## src/rtl/scl_wdt_pkg.sv

```systemverilog
package scl_wdt_pkg;
  localparam int CNT_W = 15;
  localparam int PRE_W = 4;
  localparam int DIV_W = (1 << PRE_W) - 1;
  typedef logic [CNT_W-1:0] low_count_t;
endpackage

```

## src/rtl/scl_wdt_prescaler.sv

```systemverilog
module scl_wdt_prescaler #(
  parameter int PRE_W = 4
) (
  input  logic             clk,
  input  logic             rst_n,
  input  logic             clear,
  input  logic [PRE_W-1:0] log2_div,
  output logic             tick
);
  localparam int DIV_W = (1 << PRE_W) - 1;

  logic [DIV_W-1:0] div_q;
  logic [DIV_W-1:0] mask;

  always_comb begin
    mask = ~({DIV_W{1'b1}} << log2_div);
    tick = !clear && ((div_q & mask) == mask);
  end

  always_ff @(posedge clk or negedge rst_n) begin
    if (!rst_n)
      div_q <= '0;
    else if (clear || tick)
      div_q <= '0;
    else
      div_q <= div_q + 1'b1;
  end


  div_clear_chk: assert property (@(posedge clk) disable iff (!rst_n)
    clear |=> (div_q == '0));
endmodule

```

## src/rtl/scl_wdt_counter.sv

```systemverilog
module scl_wdt_counter #(
  parameter int CNT_W = 15
) (
  input  logic             clk,
  input  logic             rst_n,
  input  logic             clear,
  input  logic             tick,
  output logic [CNT_W-1:0] count
);
  always_ff @(posedge clk or negedge rst_n) begin
    if (!rst_n)
      count <= '0;
    else if (clear)
      count <= '0;
    else if (tick && (count != {CNT_W{1'b1}}))
      count <= count + 1'b1;
  end


  cnt_clear_chk: assert property (@(posedge clk) disable iff (!rst_n)
    clear |=> (count == '0));


  cnt_step_chk: assert property (@(posedge clk) disable iff (!rst_n)
    !clear |=> (count == $past(count)) || (count == $past(count) + 1'b1));
endmodule

```

## src/rtl/scl_wdt_expiry.sv

```systemverilog
module scl_wdt_expiry #(
  parameter int CNT_W = 15
) (
  input  logic             clk,
  input  logic             rst_n,
  input  logic             clear,
  input  logic [CNT_W-1:0] count,
  input  logic [CNT_W-1:0] limit,
  output logic             pulse
);
  logic fired_q;
  logic hit;

  always_comb hit = !clear && (limit != '0) && (count == limit) && !fired_q;

  always_ff @(posedge clk or negedge rst_n) begin
    if (!rst_n) begin
      fired_q <= 1'b0;
      pulse   <= 1'b0;
    end else begin
      pulse <= hit;
      if (clear)
        fired_q <= 1'b0;
      else if (hit)
        fired_q <= 1'b1;
    end
  end


  single_pulse_chk: assert property (@(posedge clk) disable iff (!rst_n)
    pulse |=> !pulse);


  zero_limit_chk: assert property (@(posedge clk) disable iff (!rst_n)
    pulse |-> ($past(limit) != '0));
endmodule

```

## src/rtl/scl_low_watchdog.sv

```systemverilog
module scl_low_watchdog
  import scl_wdt_pkg::*;
(
  input  logic             clk,
  input  logic             rst_n,
  input  logic             scl_in,
  input  logic             enable,
  input  logic [PRE_W-1:0] div_log2,
  input  logic [CNT_W-1:0] limit,
  output logic             timeout_pulse
);
  logic       clear;
  logic       tick;
  low_count_t low_count;

  always_comb clear = scl_in || !enable;

  scl_wdt_prescaler #(.PRE_W(PRE_W)) u_div (
    .clk      (clk),
    .rst_n    (rst_n),
    .clear    (clear),
    .log2_div (div_log2),
    .tick     (tick)
  );

  scl_wdt_counter #(.CNT_W(CNT_W)) u_cnt (
    .clk   (clk),
    .rst_n (rst_n),
    .clear (clear),
    .tick  (tick),
    .count (low_count)
  );

  scl_wdt_expiry #(.CNT_W(CNT_W)) u_exp (
    .clk   (clk),
    .rst_n (rst_n),
    .clear (clear),
    .count (low_count),
    .limit (limit),
    .pulse (timeout_pulse)
  );


  high_no_pulse_chk: assert property (@(posedge clk) disable iff (!rst_n)
    timeout_pulse |-> !$past(scl_in));


  disabled_no_pulse_chk: assert property (@(posedge clk) disable iff (!rst_n)
    !enable |=> !timeout_pulse);
endmodule

```

## config.mk

```make
export PLATFORM = sky130hd
export DESIGN_NAME = scl_low_watchdog
export DESIGN_NICKNAME = d
export VERILOG_FILES = /design/src/rtl/scl_wdt_pkg.sv /design/src/rtl/scl_wdt_prescaler.sv /design/src/rtl/scl_wdt_counter.sv /design/src/rtl/scl_wdt_expiry.sv /design/src/rtl/scl_low_watchdog.sv
export SDC_FILE = /design/constraint.sdc
export NUM_CORES = 1
export LEC_CHECK = 0
export BUFFER_PORTS_ARGS = -buffer_cell sky130_fd_sc_hd__buf_2
export CAP_MARGIN = 5
export CORE_ASPECT_RATIO = 1.5
export CORE_MARGIN = 2
export CORE_UTILIZATION = 55
export CTS_CLUSTER_DIAMETER = 30
export CTS_CLUSTER_SIZE = 28
export DETAILED_ROUTE_END_ITERATION = 10
export HOLD_SLACK_MARGIN = 0.05
export PLACE_DENSITY_LB_ADDON = 0.25
export SYNTH_ARGS = -nofsm -noshare
export SYNTH_HDL_FRONTEND = slang
export SYNTH_SLANG_ARGS = --single-unit
```

## constraint.sdc

```tcl
create_clock -name clk -period 3.6 [get_ports clk]
set_input_delay 0.54 -clock clk [delete_from_list [all_inputs] [get_ports clk]]
set_output_delay 0.54 -clock clk [all_outputs]
set_load 0.02 [all_outputs]
```

==> impl_metrics.csv <==
group,metric,value,unit
run_status,outcome,"complete, no violations",
yosys,yosys_most_used_dff,"sky130_fd_sc_hd__dfrtp_1",
finish,synthToLayoutAreaGrowth,10.6,%
floorplan,core_box_area,0.00345,mm2
yosys,synth_edf_count,0,
job,max_cap_viol_count,0,
sta,finalWorstPathRequiredPeriod,2.48,ns
sta,totalNegativeSetupSlack,0,ns
sta,slew-limit-headroom,0.547,
finish,drive_above_1_share,0.146,
power,share_seq_of_total_power,0.514,
yosys,yosys-top-cells-area,"sky130_fd_sc_hd__dfrtp_1 (40%), sky130_fd_sc_hd__xnor2_1 (7.9%), sky130_fd_sc_hd__xor2_1 (6.1%), sky130_fd_sc_hd__nor2_1 (6.0%), sky130_fd_sc_hd__nand2_1 (4.1%)",
power,internal_power,0.534,mW
yosys,synth.top_cell.area_share,0.400,
setup_path,worst_ep_arrival_time,2.65,ns
power,switchingPower,0.170,mW
yosys,mappedNetlistArea,0.00200,mm2
power,vdd.ir_drop.worst,0.319,mV
drt,drt-wirelength-per-cell,14.3,um
yosys,synth.yosys.seq_area_share,0.400,
cts,buffer_count_from_post_cts_setup_fixing,0,
yosys,synth-async-reset-ratio,1.00,
global_routing,first_pass_grt_wire_length,7.43,mm
finish,diodes,0,
yosys,synth_fa_ha_area_frac,0.0125,
global_routing,global_route.overflow_total,0,
cts,clock_path_buffers,2,
power,swShare,0.241,
cts,h-tree-depth,2,
floorplan,initial_util,0.580,
yosys,synth_mux_area_frac,0.00500,
yosys,synth_cells,231,
yosys,mapped_nets,256,
place,port_buffer_count,23,
yosys,synthDominantAreaCellType,"sky130_fd_sc_hd__dfrtp_1",
floorplan,die_height,77.9,um
global_routing,number_of_global_route_vias_before_repair,1672,
place,rd_place_congestion,0.847,
yosys,synth_common_cells,"sky130_fd_sc_hd__dfrtp_1 (32), sky130_fd_sc_hd__nor2_1 (32), sky130_fd_sc_hd__nand2_1 (22)",
floorplan,cell_row_count,26,
yosys,compound_gate_fraction_of_synth_area,0.103,
yosys,synth_simple_gate_area_frac,0.297,
floorplan,fp.dieArea,0.00415,mm2
drt,drt-vias-per-instance,5.76,
finish,nets_finish,277,
sta,rsz_0062_raised_after_global_routing,"false",
yosys,synth.avg_cell_area,8.66,um2
yosys,synth-xor-area-share,0.140,
setup_path,critPathMaxFanout,11,
global_routing,grt_max_degree,33,
sta,drv_slew,0,
setup_path,start_kind,"flop",
yosys,yosysUniqueCellTypes,42,
setup_path,critPathKind,"reg -> reg",
global_routing,grt.total_usage,0.240,
floorplan,die_w,53.2,um
hold_path,hold_path.class,"in -> async",
power,p_leak,0.919,nW
cts,clk-insertion-delay-late,0.28,ns
drt,route.detailed.drc,0,
cts,cts_root_buffer,"sky130_fd_sc_hd__clkbuf_8",
yosys,main_combinational_cell_family_by_area_after_synthesis,"simple AND/OR/NAND/NOR gates",
power,finalPower,0.705,mW
drt,dr.pass1.iters,4,
sta,final_min_period_over_clock_period,0.690,
cts,cts_inserted_buffers,5,
sta,worst_pin_slew,0.680,ns
sta,setup_viol,0,
yosys,synth-warning-count,0,
yosys,ys_seq_elements,32,
cts,clock_edge_transition_at_the_registers_on_the_reported_setup_and_hold_paths,0.07,ns
floorplan,io-pin-count,24,
power,comb_power_share,0.080,
sta,worst_clock_skew,0.00659,ns
place,hpwlAfterDp,3.14,mm
power,clock_network_power_share,0.406,
cts,cts_hold_buf,0,
sta,final-hold-violation-count,0,
sta,fmaxAchievable,0.403,GHz
cts,tritoncts_num_sinks,32,
setup_path,worstPathRequired,3.77,ns
global_routing,antenna_found_initial,0,
cts,post_cts.resized_instances,0,
power,power.density_cell_area,318,mW/mm2
drt,routed_wl,4.23,mm
drt,detail-route-antenna-nets,0,
drt,first_drt_iteration_drcs,42,
cts,clock_tree_from_tritoncts,"yes",
drt,dr_total_vias,1699,
setup_path,endpoint_kind,"flop",
-- path summary, 6_finish.rpt --
kind / startpoint / endpoint / slack, ns / cells past startpoint
worst max-delay path: u_div.div_q[8] / u_cnt.count[2] / 1.12 / 7
worst min-delay path: rst_n / u_div.div_q[11] / 0.29 / 1
worst max register to register: u_div.div_q[8] / u_cnt.count[2] / 1.12 / 7
worst min register to register: u_exp.fired_q / u_exp.pulse / 0.43 / 1
max in group asynchronous: rst_n / u_cnt.count[5] / 2.86 / 1
min in group clk: u_exp.fired_q / u_exp.pulse / 0.43 / 1
-- state kept, by name (all words and copies together) (netlist names) --
name,count
u_exp.pulse,1
u_div.div_q,15
u_cnt.count,15
u_exp.fired_q,1
-- cell families (layout without fill, tap and decap cells) --
group | count (synthesis) | after routing
XOR/XNOR | 32 | 32
flip-flops | 32 | 32
AO/OA/AOI/OAI | 31 | 31
multiplexers | 1 | 1
adder cells (fa/ha/maj) | 2 | 2
buffers and inverters | 17 | 39
AND/OR/NAND/NOR | 116 | 116
-- layout by cell type (no fill, tap or decap), types with 3 or more instances in the layout --
cell type and n:
sky130_fd_sc_hd__nor2_1 32, sky130_fd_sc_hd__dfrtp_1 32, sky130_fd_sc_hd__buf_2 23, sky130_fd_sc_hd__nand2_1 22, sky130_fd_sc_hd__xnor2_1 18, sky130_fd_sc_hd__xor2_1 14, sky130_fd_sc_hd__nor3_1 11, sky130_fd_sc_hd__a21oi_1 11
sky130_fd_sc_hd__nand4_1 11, sky130_fd_sc_hd__nand3_1 10, sky130_fd_sc_hd__nor4_1 8, sky130_fd_sc_hd__nand2b_1 6, sky130_fd_sc_hd__inv_1 6, sky130_fd_sc_hd__clkbuf_8 6, sky130_fd_sc_hd__a21o_1 5, sky130_fd_sc_hd__and3_1 4
sky130_fd_sc_hd__a31o_1 3
-- area by class of cell --
cell class                      instances  area [um2]
Inverter                                6        22.5
Tap cell                               42        52.6
Clock buffer                            6        82.6
Multi-Input combinational cell        182        1110
Timing Repair Buffer                   25         130
Sequential cell                        32         801
Fill cell                             310        1230
Clock inverter                          2        10.0
-- worst max-delay path, cell delays in order (launching register included) --
cell                       delay (ns)
sky130_fd_sc_hd__dfrtp_1         0.50
sky130_fd_sc_hd__nor3b_1         0.22
sky130_fd_sc_hd__a311oi_1        0.07
sky130_fd_sc_hd__or4_4           0.60
sky130_fd_sc_hd__nor4_4          0.45
sky130_fd_sc_hd__buf_4           0.27
sky130_fd_sc_hd__a21oi_1         0.08
sky130_fd_sc_hd__a31o_1          0.19
-- power groups by stage --
stage	clock network [mW]	logic [mW]	registers [mW]
detailed placement	0	0.0573	0.369
global placement	0	0.0570	0.369
floorplan	0	0.0301	0.368
CTS	0.291	0.0574	0.362
finish	0.286	0.0566	0.362
global route	0.312	0.0640	0.362
-- layer usage --
| layer | routed length (um) | part of all wire | GRT usage | vias up |
|---|---|---|---|---|
| li1 | - | - | - | 850 |
| met1 | 1840 | 0.44 | 0.295 | 791 |
| met2 | 2150 | 0.51 | 0.410 | 50 |
| met3 | 143 | 0.034 | 0.0288 | 8 |
| met4 | 93 | 0.022 | 0.0974 | 0 |
| met5 | 0 | 0 | 0 | - |
-- per-stage QoR --
step                      instance area, um2   util  worst slack, ns  instances  hold WS (ns)
final                                   2210  0.642             1.12        295         0.291
after global routing                    2210  0.642            0.990        295         0.372
after CTS                               2210  0.642             1.14        295         0.330
after detailed placement                2120  0.615            0.943        287         0.421
after global placement                  2120  0.615             1.00        287         0.421
after floorplan                         2000      -             1.05        231         0.244
No activity file was read; power rests on OpenSTA's default activity.
